--- config.mk ---
export PLATFORM = sky130hd
export DESIGN_NAME = refsw_ctrl
export DESIGN_NICKNAME = d
export VERILOG_FILES = /design/src/rtl/refsw_pkg.sv /design/src/rtl/refsw_sync.sv /design/src/rtl/refsw_policy.sv /design/src/rtl/refsw_ctrl.sv
export SDC_FILE = /design/constraint.sdc
export NUM_CORES = 1
export LEC_CHECK = 0
export ABC_AREA = 1
export BUFFER_PORTS_ARGS = -buffer_cell sky130_fd_sc_hd__buf_2
export CORE_UTILIZATION = 25
export CTS_CLUSTER_SIZE = 30
export DETAILED_ROUTE_END_ITERATION = 10
export SYNTH_ARGS = -nofsm -noshare
export SYNTH_HDL_FRONTEND = slang
export SYNTH_SLANG_ARGS = --single-unit
--- constraint.sdc ---
create_clock -name clk -period 0.9 [get_ports clk]
set_input_delay 0.135 -clock clk [delete_from_list [all_inputs] [get_ports clk]]
set_output_delay 0.135 -clock clk [all_outputs]
set_load 0.005 [all_outputs]
--- src/rtl/refsw_pkg.sv ---
package refsw_pkg;
    localparam int unsigned NUM_SRC = 3;
    localparam int unsigned IDX_A   = 0;
    localparam int unsigned IDX_B   = 1;
    localparam int unsigned IDX_X   = 2;

    typedef enum logic [1:0] {
        SRC_A    = 2'b00,
        SRC_B    = 2'b01,
        SRC_X    = 2'b10,
        SRC_NONE = 2'b11
    } src_e;

    typedef enum logic [1:0] {
        MODE_REVERT = 2'b00,
        MODE_STICKY = 2'b01,
        MODE_PIN    = 2'b10,
        MODE_REG    = 2'b11
    } mode_e;

    typedef struct packed {
        src_e sel;
        logic hold;
        logic none;
    } state_t;
endpackage

--- src/rtl/refsw_sync.sv ---
module refsw_sync #(
    parameter int unsigned WIDTH  = 3,
    parameter int unsigned STAGES = 2
) (
    input  logic             clk,
    input  logic             rst_n,
    input  logic [WIDTH-1:0] async_i,
    output logic [WIDTH-1:0] sync_o
);
    localparam int unsigned LAST = STAGES - 1;

    for (genvar g = 0; g < WIDTH; g++) begin : g_bit
        logic [STAGES-1:0] chain_q;
        logic [STAGES-1:0] chain_d;

        always_comb begin
            chain_d = {chain_q[STAGES-2:0], async_i[g]};
        end

        always_ff @(posedge clk or negedge rst_n) begin
            if (!rst_n) chain_q <= '0;
            else        chain_q <= chain_d;
        end

        assign sync_o[g] = chain_q[LAST];
    end
endmodule

--- src/rtl/refsw_policy.sv ---
module refsw_policy
    import refsw_pkg::*;
(
    input  logic [NUM_SRC-1:0] flags_i,
    input  logic [1:0]         mode_i,
    input  logic               pin_sel_i,
    input  logic               reg_sel_i,
    input  src_e               cur_i,
    output src_e               next_o
);
    logic a_ok, b_ok, x_ok;
    logic man_b;

    assign a_ok = flags_i[IDX_A];
    assign b_ok = flags_i[IDX_B];
    assign x_ok = flags_i[IDX_X];

    always_comb begin
        man_b  = (mode_i == MODE_PIN) ? pin_sel_i : reg_sel_i;
        next_o = SRC_NONE;
        unique case (mode_i)
            MODE_REVERT: begin
                if      (a_ok) next_o = SRC_A;
                else if (b_ok) next_o = SRC_B;
                else if (x_ok) next_o = SRC_X;
            end
            MODE_STICKY: begin
                if      (cur_i == SRC_B && b_ok) next_o = SRC_B;
                else if (a_ok)                   next_o = SRC_A;
                else if (b_ok)                   next_o = SRC_B;
                else if (x_ok)                   next_o = SRC_X;
            end
            default: begin
                if (man_b) next_o = b_ok ? SRC_B : SRC_NONE;
                else       next_o = a_ok ? SRC_A : SRC_NONE;
            end
        endcase
    end
endmodule

--- src/rtl/refsw_ctrl.sv ---
module refsw_ctrl
    import refsw_pkg::*;
#(
    parameter int unsigned SYNC_STAGES = 2
) (
    input  logic       clk,
    input  logic       rst_n,
    input  logic       pres_a_i,
    input  logic       pres_b_i,
    input  logic       pres_x_i,
    input  logic [1:0] mode_i,
    input  logic       pin_sel_i,
    input  logic       reg_sel_i,
    output logic [1:0] src_sel_o,
    output logic       holdover_o,
    output logic       no_input_o
);
    logic [NUM_SRC-1:0] flag_raw;
    logic [NUM_SRC-1:0] flag_s;
    src_e               next_sel;
    state_t             st_d, st_q;

    assign flag_raw[IDX_A] = pres_a_i;
    assign flag_raw[IDX_B] = pres_b_i;
    assign flag_raw[IDX_X] = pres_x_i;

    refsw_sync #(
        .WIDTH  (NUM_SRC),
        .STAGES (SYNC_STAGES)
    ) u_sync (
        .clk     (clk),
        .rst_n   (rst_n),
        .async_i (flag_raw),
        .sync_o  (flag_s)
    );

    refsw_policy u_policy (
        .flags_i   (flag_s),
        .mode_i    (mode_i),
        .pin_sel_i (pin_sel_i),
        .reg_sel_i (reg_sel_i),
        .cur_i     (st_q.sel),
        .next_o    (next_sel)
    );

    always_comb begin
        st_d      = st_q;
        st_d.sel  = next_sel;
        st_d.hold = (next_sel == SRC_X);
        st_d.none = (next_sel == SRC_NONE);
    end

    always_ff @(posedge clk or negedge rst_n) begin
        if (!rst_n) begin
            st_q.sel  <= SRC_NONE;
            st_q.hold <= 1'b0;
            st_q.none <= 1'b1;
        end else begin
            st_q <= st_d;
        end
    end

    assign src_sel_o  = st_q.sel;
    assign holdover_o = st_q.hold;
    assign no_input_o = st_q.none;
endmodule

# Word-level counts from Yosys, hierarchy flattened

Cells that the tools add are included.

Input port bits: 9
Output and inout port bits: 4
Bits in registers: 10

Mux-type cells: 9
Reductions and logical operators: 2
Equality and inequality tests: 5

Operators by type and width:

| operator           | number |
|---|---|
| $mux 2             | 6 |
| $eq 2x2->1 const B | 3 |
| $eq 2x1->1 const B | 2 |
| $pmux 2 s2         | 1 |
| $logic_not 2->1    | 1 |
| $mux 1             | 2 |
| $logic_and 1x1->1  | 1 |

# Depth between registers and ports, before layout

Gate-level depths: netlist (run 1).

Depth in word-level cells: 6
Depth in mapped cells: 8
Depth with buffers taken out: 8

# Hierarchy

From an unflattened synthesis (run 1), not the netlist that was laid out.

Cell total of the unflattened synthesis: 39
Area, all modules: 386.6 um2

By module, submodules not included:

| module       | cells each | seq. area each (um2) | area an instance (um2) | instances |
|---|---|---|---|---|
| refsw_sync   | 9          | 150.1                | 172.7                  | 1 |
| refsw_ctrl   | 8          | 103.8                | 121.4                  | 1 |
| refsw_policy | 22         | 0.0                  | 92.6                   | 1 |

# Worst setup path before layout (run 1)

No wires, ideal clock.

Path kind: register -> register
Start: register st_q, in the netlist src_sel_o[0]
End: register st_q, in the netlist no_input_o
Required time: 0.836 ns
Clock period less this slack: 0.983 ns
Cell stages (with the launch flop): 7
Path slack: -0.083 ns
Path buffers: 0
Arrival: 0.919 ns
Setup time: 0.064 ns
Path through: dfstp_2 > nand3_1 > nand2_1 > nand3_1 > nand2_2 > inv_2 > nor2_2

RTL lines:

| element                | line             | RTL |
|---|---|---|
| from (decl)            | refsw_ctrl.sv:21 | `state_t st_d, st_q;` |
| from (signal assigned) | refsw_ctrl.sv:59 | `st_q <= st_d;` |

# Final worst setup path (run 1)

Start: register st_q, in the netlist src_sel_o[0]
End: output src_sel_o[0]

RTL lines:

| element   | line             | RTL |
|---|---|---|
| to (decl) | refsw_ctrl.sv:14 | `output logic [1:0] src_sel_o,` |

No word-level cell between the ends.

==> run_summary.xml, run 1 <==
<?xml version="1.0" encoding="UTF-8"?>
<metrics>
  <group name="setup_path">
    <metric name="worst_endpoint_required_time" unit="ns">0.76</metric>
    <metric name="critPathCaptureType" unit="">output pin</metric>
    <metric name="worst-path-stages" unit="">1</metric>
    <metric name="cp_cell_sequence" unit="">buf_6</metric>
    <metric name="worst_path_fanout_max" unit="">2</metric>
    <metric name="r2r-start" unit="">src_sel_o[0]$_DFF_PN1_</metric>
    <metric name="worstReg2RegEnd" unit="">no_input_o$_DFF_PN1_</metric>
    <metric name="cp_top_family" unit="">flip-flops</metric>
    <metric name="critical_path.slowest_cell" unit="">dfstp_2</metric>
    <metric name="setup.worst_path.start_class" unit="">flop</metric>
    <metric name="ff2ff_path_depth" unit="">6</metric>
    <metric name="timing.critical_path.to" unit="">src_sel_o[0]</metric>
    <metric name="path_class" unit="">flop to output pin</metric>
    <metric name="crit_path_start" unit="">src_sel_o[0]$_DFF_PN1_</metric>
    <metric name="cp_num_buf_inv" unit="">1</metric>
    <metric name="critPathArrivalTime" unit="ns">0.89</metric>
    <metric name="setup.reg_to_reg.worst_slack" unit="ns">-0.09</metric>
    <metric name="maximum_cell_stage_delay_along_the_critical_path" unit="ns">0.54</metric>
  </group>
  <group name="clocking">
    <metric name="cts_buffers" unit="">3</metric>
    <metric name="cts.clk_slew.worst_paths" unit="ns">0.06</metric>
    <metric name="root_buffer" unit="">clkbuf_4</metric>
    <metric name="h-tree-depth" unit="">1</metric>
    <metric name="cts_tree" unit="">yes</metric>
    <metric name="clkSinkCount" unit="">10</metric>
    <metric name="ctsLongestPathBuffers" unit="">2</metric>
    <metric name="worst_skew_pair.late_latency" unit="ns">0.26</metric>
  </group>
  <group name="yosys">
    <metric name="syn-cell-area" unit="um2">378</metric>
    <metric name="syn-mean-instance-area" unit="um2">11.1</metric>
    <metric name="synthFlopType" unit="">dfrtp_1</metric>
    <metric name="number_of_instances_in_the_synthesized_netlist" unit="">34</metric>
    <metric name="synth_nets" unit="">43</metric>
    <metric name="synth-edff-count" unit="">0</metric>
    <metric name="cell_types_with_the_largest_area_share_after_synthesis" unit="">dfrtp_1, dfstp_2, nand2_2</metric>
    <metric name="synthDominantCellAreaShare" unit="">0.464</metric>
    <metric name="yosysUniqueCellTypes" unit="">12</metric>
    <metric name="synth-seq-area-share" unit="">0.672</metric>
    <metric name="synth.largest_area_cell" unit="">dfrtp_1</metric>
    <metric name="synth-seq-cells" unit="">10</metric>
    <metric name="yosysWarnings" unit="">0</metric>
    <metric name="async_reset_ff_frac" unit="">1.00</metric>
    <metric name="post-synth-top-count-cell" unit="">dfrtp_1</metric>
    <metric name="synth.top_cells.by_count" unit="">dfrtp_1, inv_1, nand2_1</metric>
  </group>
  <group name="timing">
    <metric name="hold_violations" unit="">0</metric>
    <metric name="worstMarginPinSlew" unit="ns">0.218</metric>
    <metric name="finalSetupViolations" unit="">5</metric>
    <metric name="drv_slew" unit="">0</metric>
    <metric name="timing.final.ws_setup" unit="ns">-0.128</metric>
    <metric name="achievable-frequency" unit="GHz">0.973</metric>
    <metric name="rsz0062_at_grt" unit="">true</metric>
    <metric name="finalCritPeriodShare" unit="">1.14</metric>
    <metric name="finalClockSkew" unit="ns">0.00445</metric>
    <metric name="fin_crit_period" unit="ns">1.03</metric>
    <metric name="relSlewSlack" unit="">0.855</metric>
  </group>
  <group name="place">
    <metric name="placed_cells_incl_taps" unit="">61</metric>
    <metric name="io_port_bufs" unit="">12</metric>
    <metric name="dp.final_hpwl" unit="um">381</metric>
    <metric name="finalWeightedCongestion" unit="">0.666</metric>
  </group>
  <group name="route">
    <metric name="vias" unit="">277</metric>
    <metric name="ant_nets" unit="">0</metric>
    <metric name="wl_per_cell" unit="um">8.07</metric>
    <metric name="drc" unit="">0</metric>
    <metric name="maxUsedRoutingLayer" unit="">met3</metric>
    <metric name="route.layer.met1.wl" unit="um">244</metric>
    <metric name="detail_route.iter0.violations" unit="">0</metric>
    <metric name="detail_route.first_pass.iterations" unit="">1</metric>
    <metric name="drt-vias-per-instance" unit="">4.01</metric>
    <metric name="met2_length" unit="um">245</metric>
    <metric name="wl_met3" unit="um">67</metric>
    <metric name="detail_route.wirelength" unit="um">557</metric>
  </group>
  <group name="floorplanning">
    <metric name="design.portCount" unit="">13</metric>
    <metric name="initial_core_util" unit="">0.280</metric>
    <metric name="die_area" unit="mm2">0.00167</metric>
    <metric name="die-height" unit="um">40.9</metric>
    <metric name="floorplan.core_area" unit="mm2">0.00135</metric>
    <metric name="dieWidth" unit="um">40.9</metric>
    <metric name="floorplan.rows" unit="">13</metric>
  </group>
  <group name="layout">
    <metric name="fin_nets" unit="">64</metric>
    <metric name="multi_input_comb_area" unit="um2">113</metric>
    <metric name="flow.area_growth_from_synthesis" unit="%">48.7</metric>
    <metric name="antennaDiodeCount" unit="">0</metric>
    <metric name="post_route_cells_drive_above_1_share" unit="">0.593</metric>
    <metric name="fin_cells" unit="">69</metric>
    <metric name="seqCellArea" unit="um2">255</metric>
    <metric name="fill_cells" unit="">139</metric>
  </group>
  <group name="global_routing">
    <metric name="maximum_number_of_pins_on_one_net_before_global_route_repair" unit="">11</metric>
    <metric name="grt_antenna_before_repair" unit="">0</metric>
    <metric name="grt_resource_usage_total" unit="">0.0836</metric>
    <metric name="grt.overflow.total" unit="">0</metric>
    <metric name="grt_first_pass_wirelength" unit="um">828</metric>
    <metric name="number_of_global_route_vias_before_repair" unit="">227</metric>
  </group>
  <group name="status">
    <metric name="violations" unit="">negative setup slack</metric>
    <metric name="outcome" unit="">complete, but fails checks</metric>
  </group>
  <group name="hold_path">
    <metric name="worstHoldPathType" unit="">input port to flop</metric>
    <metric name="min-delay-start" unit="">mode_i[1]</metric>
  </group>
  <group name="flow_run">
    <metric name="maxCapViolations" unit="">0</metric>
  </group>
  <group name="pwr">
    <metric name="static-leakage-power" unit="nW">0.292</metric>
    <metric name="power" unit="mW">1.02</metric>
    <metric name="power.density" unit="mW/mm2">1810</metric>
    <metric name="vdd_drop_max" unit="uV">1180</metric>
  </group>
</metrics>
## kinds of logic (layout without fill, tap and decap cells)
| family | Yosys count | count (layout) | share of synthesized area |
|---|---|---|---|
| flops | 10 | 10 | 0.672 |
| simple gates | 16 | 16 | 0.238 |
| buf+inv | 7 | 27 | 0.0695 |
| compound gates | 1 | 1 | 0.0199 |
## layout by cell type (no fill, tap or decap), types with 3 or more instances in the layout
| master | count |
|---|---|
| buf_2 | 10 |
| nand3_2 | 4 |
| dfrtp_1 | 6 |
| clkbuf_4 | 3 |
| nand2_2 | 5 |
| inv_1 | 6 |
| dlygate4sd3_1 | 4 |
| dfstp_2 | 3 |
| nand2_1 | 4 |
## flip-flops by register name, summed over array words and instances, names as in the netlist
signal and cells:
u_sync.g_bit.chain_q 6, src_sel_o 2, no_input_o 1, holdover_o 1
## metrics by stage
step	area (um2)	setup WS (ns)	setup TNS, ns	util	hold slack [ns]
floorplan	388	-0.0234	-0.0417	-	-0.161
global placement	467	-0.0628	-0.109	0.346	0.00118
detailed placement	467	-0.0601	-0.103	0.346	0.000411
CTS	546	-0.146	-0.546	0.404	0.153
global route	562	-0.169	-0.805	0.416	0.163
finish	562	-0.128	-0.489	0.416	0.168
## metal layers
layer  up-vias  global-route usage
li1        145                   -
met1       118              0.0796
met3         0              0.0652
met5         -                   0
met4         0              0.0250
met2        14               0.137
## worst min path at each step
stage                                                end  depth (start not counted)  slack [ns]
floorplan                           holdover_o$_DFF_PN0_                          0       -0.16
global route                      src_sel_o[0]$_DFF_PN1_                          3        0.16
finish                            src_sel_o[0]$_DFF_PN1_                          3        0.17
CTS                               src_sel_o[0]$_DFF_PN1_                          3        0.15
global placement    u_sync.g_bit[1].chain_q[0]$_DFF_PN0_                          1       0.001
detailed placement  u_sync.g_bit[1].chain_q[0]$_DFF_PN0_                          1      0.0004
## final cells by class
type / instances / share of cell area
tap: 15 / 0.0334
inverter: 7 / 0.0468
timing repair buffer: 16 / 0.200
multi-input combinational: 17 / 0.200
clock buffer: 4 / 0.0646
sequential: 10 / 0.454
## where the power goes
group | leakage (nW) | switching, mW | internal [mW]
logic | 0.157 | 0.0592 | 0.0664
clock network | 0.0210 | 0.143 | 0.245
registers | 0.114 | 0.0146 | 0.488
total | 0.292 | 0.217 | 0.799
## repair_timing
item / 4_1_cts / 5_1_grt
resized for setup: 1 / 4
endpoints found under the setup margin: 5 / 8
hold buffers: 4 / 0
endpoints found under the hold margin: 13 / 0
setup buffers: 0 / 0
(Power assumes the default switching activity.)
==> run 2: changes to the inputs <==
- SYNTH_HIERARCHICAL: not set -> 1
==> run 2 against run 1 <==
  * Clock power barely moved
  * Largest cell class unchanged
  * Register-to-register slack improved by 0.09 ns
  * The run still ends with negative setup slack left
  * Fmax increased by 1.3%
  * Largest power group unchanged
  * Via count is 1.8% higher
  * Critical endpoint unchanged
==> run_summary.xml, run 2 <==
<?xml version="1.0" encoding="UTF-8"?>
<metrics>
  <group name="status">
    <metric name="outcome" unit="">complete, but fails checks</metric>
    <metric name="violations" unit="">negative setup slack</metric>
  </group>
  <group name="yosys">
    <metric name="synthAdderAreaFrac" unit="">0</metric>
    <metric name="synth-seq-cells" unit="">10</metric>
    <metric name="syn-mean-instance-area" unit="um2">9.91</metric>
    <metric name="synth-edff-count" unit="">0</metric>
    <metric name="muxShareOfSynthArea" unit="">0</metric>
    <metric name="synth_top_family_by_area" unit="">simple AND/OR/NAND/NOR gates</metric>
    <metric name="yosysUniqueCellTypes" unit="">9</metric>
    <metric name="synth_nets" unit="">48</metric>
    <metric name="synth.largest_area_cell" unit="">dfrtp_1</metric>
    <metric name="synthDominantCellAreaShare" unit="">0.453</metric>
    <metric name="post-synth-top-count-cell" unit="">inv_1</metric>
    <metric name="synthFlopType" unit="">dfrtp_1</metric>
    <metric name="synth_compound_area_frac" unit="">0</metric>
    <metric name="synth-xor-area-share" unit="">0</metric>
    <metric name="synth-seq-area-share" unit="">0.657</metric>
    <metric name="post_synth_and_or_nand_nor_area_fraction" unit="">0.197</metric>
    <metric name="synth.top_cells.by_count" unit="">inv_1, nand2_1, dfrtp_1</metric>
    <metric name="cell_types_with_the_largest_area_share_after_synthesis" unit="">dfrtp_1, dfstp_2, inv_1</metric>
    <metric name="yosysWarnings" unit="">6</metric>
    <metric name="number_of_instances_in_the_synthesized_netlist" unit="">39</metric>
    <metric name="async_reset_ff_frac" unit="">1.00</metric>
    <metric name="syn-cell-area" unit="um2">387</metric>
  </group>
  <group name="layout">
    <metric name="registers.top_by_ff_count" unit="">u_sync/g_bit.chain_q</metric>
    <metric name="antennaDiodeCount" unit="">0</metric>
    <metric name="final_util" unit="">0.400</metric>
    <metric name="layout.cells.most_common" unit="">buf_2</metric>
    <metric name="fin_nets" unit="">67</metric>
    <metric name="largest_register_ff_count" unit="">6</metric>
    <metric name="mostFrequentLayoutCells" unit="">buf_2, inv_1, nand2_1, dfrtp_1, nand3_1</metric>
    <metric name="flow.area_growth_from_synthesis" unit="%">41.4</metric>
    <metric name="post_route_cells_drive_above_1_share" unit="">0.404</metric>
  </group>
  <group name="setup_path">
    <metric name="critical_path.slowest_cell" unit="">dfstp_2</metric>
    <metric name="critPathArrivalTime" unit="ns">0.88</metric>
    <metric name="cp_top_family" unit="">flip-flops</metric>
    <metric name="maximum_cell_stage_delay_along_the_critical_path" unit="ns">0.54</metric>
    <metric name="worst_path_fanout_max" unit="">2</metric>
    <metric name="worst_endpoint_required_time" unit="ns">0.76</metric>
    <metric name="critPathCaptureType" unit="">output pin</metric>
    <metric name="path_class" unit="">flop to output pin</metric>
    <metric name="cp_num_buf_inv" unit="">1</metric>
    <metric name="cp_cell_sequence" unit="">buf_6</metric>
    <metric name="setup.worst_path.start_class" unit="">flop</metric>
  </group>
  <group name="floorplanning">
    <metric name="initial_core_util" unit="">0.283</metric>
    <metric name="floorplan.rows" unit="">13</metric>
    <metric name="dieWidth" unit="um">41.3</metric>
    <metric name="floorplan.core_area" unit="mm2">0.00137</metric>
    <metric name="die-height" unit="um">41.3</metric>
    <metric name="die_area" unit="mm2">0.00171</metric>
    <metric name="design.portCount" unit="">13</metric>
  </group>
  <group name="clocking">
    <metric name="ctsLongestPathBuffers" unit="">2</metric>
    <metric name="cts.clk_slew.worst_paths" unit="ns">0.06</metric>
    <metric name="clkSinkCount" unit="">10</metric>
    <metric name="cts_tree" unit="">yes</metric>
    <metric name="post_cts_buffers" unit="">0</metric>
    <metric name="root_buffer" unit="">clkbuf_4</metric>
    <metric name="worst_skew_pair.late_latency" unit="ns">0.25</metric>
    <metric name="h-tree-depth" unit="">1</metric>
    <metric name="cts_buffers" unit="">3</metric>
  </group>
  <group name="route">
    <metric name="detail_route.wirelength" unit="um">562</metric>
    <metric name="vias" unit="">282</metric>
    <metric name="detail_route.first_pass.iterations" unit="">4</metric>
    <metric name="ant_nets" unit="">0</metric>
    <metric name="wl_per_cell" unit="um">7.81</metric>
    <metric name="detail_route.iter0.violations" unit="">4</metric>
    <metric name="drt-vias-per-instance" unit="">3.92</metric>
    <metric name="drc" unit="">0</metric>
  </group>
  <group name="timing">
    <metric name="hold_ws" unit="ns">0.232</metric>
    <metric name="finalClockSkew" unit="ns">0.000156</metric>
    <metric name="worstMarginPinSlew" unit="ns">0.215</metric>
    <metric name="timing.final.ws_setup" unit="ns">-0.115</metric>
    <metric name="finalCritPeriodShare" unit="">1.13</metric>
    <metric name="achievable-frequency" unit="GHz">0.986</metric>
    <metric name="hold_violations" unit="">0</metric>
    <metric name="finalSetupViolations" unit="">4</metric>
    <metric name="drv_slew" unit="">0</metric>
    <metric name="relSlewSlack" unit="">0.857</metric>
    <metric name="rsz0062_at_grt" unit="">true</metric>
    <metric name="fin_crit_period" unit="ns">1.01</metric>
  </group>
  <group name="global_routing">
    <metric name="grt_first_pass_wirelength" unit="um">938</metric>
    <metric name="grt.overflow.total" unit="">0</metric>
    <metric name="grt_resource_usage_total" unit="">0.0938</metric>
    <metric name="number_of_global_route_vias_before_repair" unit="">271</metric>
    <metric name="maximum_number_of_pins_on_one_net_before_global_route_repair" unit="">11</metric>
    <metric name="grt_antenna_before_repair" unit="">0</metric>
  </group>
  <group name="flow_run">
    <metric name="maxCapViolations" unit="">0</metric>
  </group>
  <group name="place">
    <metric name="io_port_bufs" unit="">12</metric>
    <metric name="finalWeightedCongestion" unit="">0.632</metric>
    <metric name="dp.final_hpwl" unit="um">411</metric>
  </group>
  <group name="pwr">
    <metric name="static-leakage-power" unit="nW">0.302</metric>
    <metric name="vdd_drop_max" unit="uV">740</metric>
    <metric name="power" unit="mW">1.00</metric>
    <metric name="power.density" unit="mW/mm2">1830</metric>
  </group>
  <group name="hold_path">
    <metric name="worstHoldPathType" unit="">input port to flop</metric>
  </group>
</metrics>
[run 2: layout make-up]
cell class                 instances  area, um2
inverter                           9       33.8
clock buffer                       4       36.3
timing repair buffer              17        120
sequential                        10        254
tap                               15       18.8
multi-input combinational         17       83.8
fill                             144        820
[run 2: path summary, 6_finish.rpt]
kind                       cells after the start                                  from  slack [ns]                                   end
min reg2reg                                    0  u_sync/g_bit[0].chain_q[0]$_DFF_PN0_        0.35  u_sync/g_bit[0].chain_q[1]$_DFF_PN0_
max reg2reg                                    5                src_sel_o[1]$_DFF_PN1_           0                  no_input_o$_DFF_PN1_
max in group asynchronous                      2                                 rst_n        0.39                src_sel_o[1]$_DFF_PN1_
min in group asynchronous                      2                                 rst_n        0.26                  holdover_o$_DFF_PN0_
min                                            6                             reg_sel_i        0.23                src_sel_o[1]$_DFF_PN1_
max                                            1                src_sel_o[0]$_DFF_PN1_       -0.11                          src_sel_o[0]
[run 2: stage by stage]
stage               worst slack, ns  cell area, um2  TNS [ns]  std cells
finish                       -0.115             547    -0.336         72
global route                 -0.153             547    -0.591         72
CTS                          -0.135             538    -0.407         72
detailed placement          -0.0432             455   -0.0479         64
global placement            -0.0457             455   -0.0701         64
floorplan                   0.00807             392         0         39
[run 2: power breakdown]
group / internal [mW] / switching [mW]
Clock: 0.245 / 0.140
Sequential: 0.488 / 0.0112
Combinational: 0.0631 / 0.0543
[run 2: tightest hold or removal path, delay by kind of cell]
kind                   cells  cell delay [ns]
buffers and inverters      2             0.14
AND/OR/NAND/NOR            4             0.22
[run 2: logic make-up (layout without fill, tap and decap cells)]
family | count (synthesis) | in the layout
flops | 10 | 10
buf+inv | 12 | 30
simple gates | 17 | 17
[run 2: routing by layer]
layer	global-route usage	wire length [um]	vias to the layer above
met1	0.0853	260	121
met5	0	0	-
met4	0.0726	0	0
li1	-	-	150
met3	0.0479	42	0
met2	0.156	259	11
[run 2: repair_timing]
item	in CTS	in global routing
hold buffers	4	0
hold endpoints to repair	13	0
gates cloned	0	0
pin swaps	4	0
resized for setup	1	2
endpoints found under the setup margin	5	6
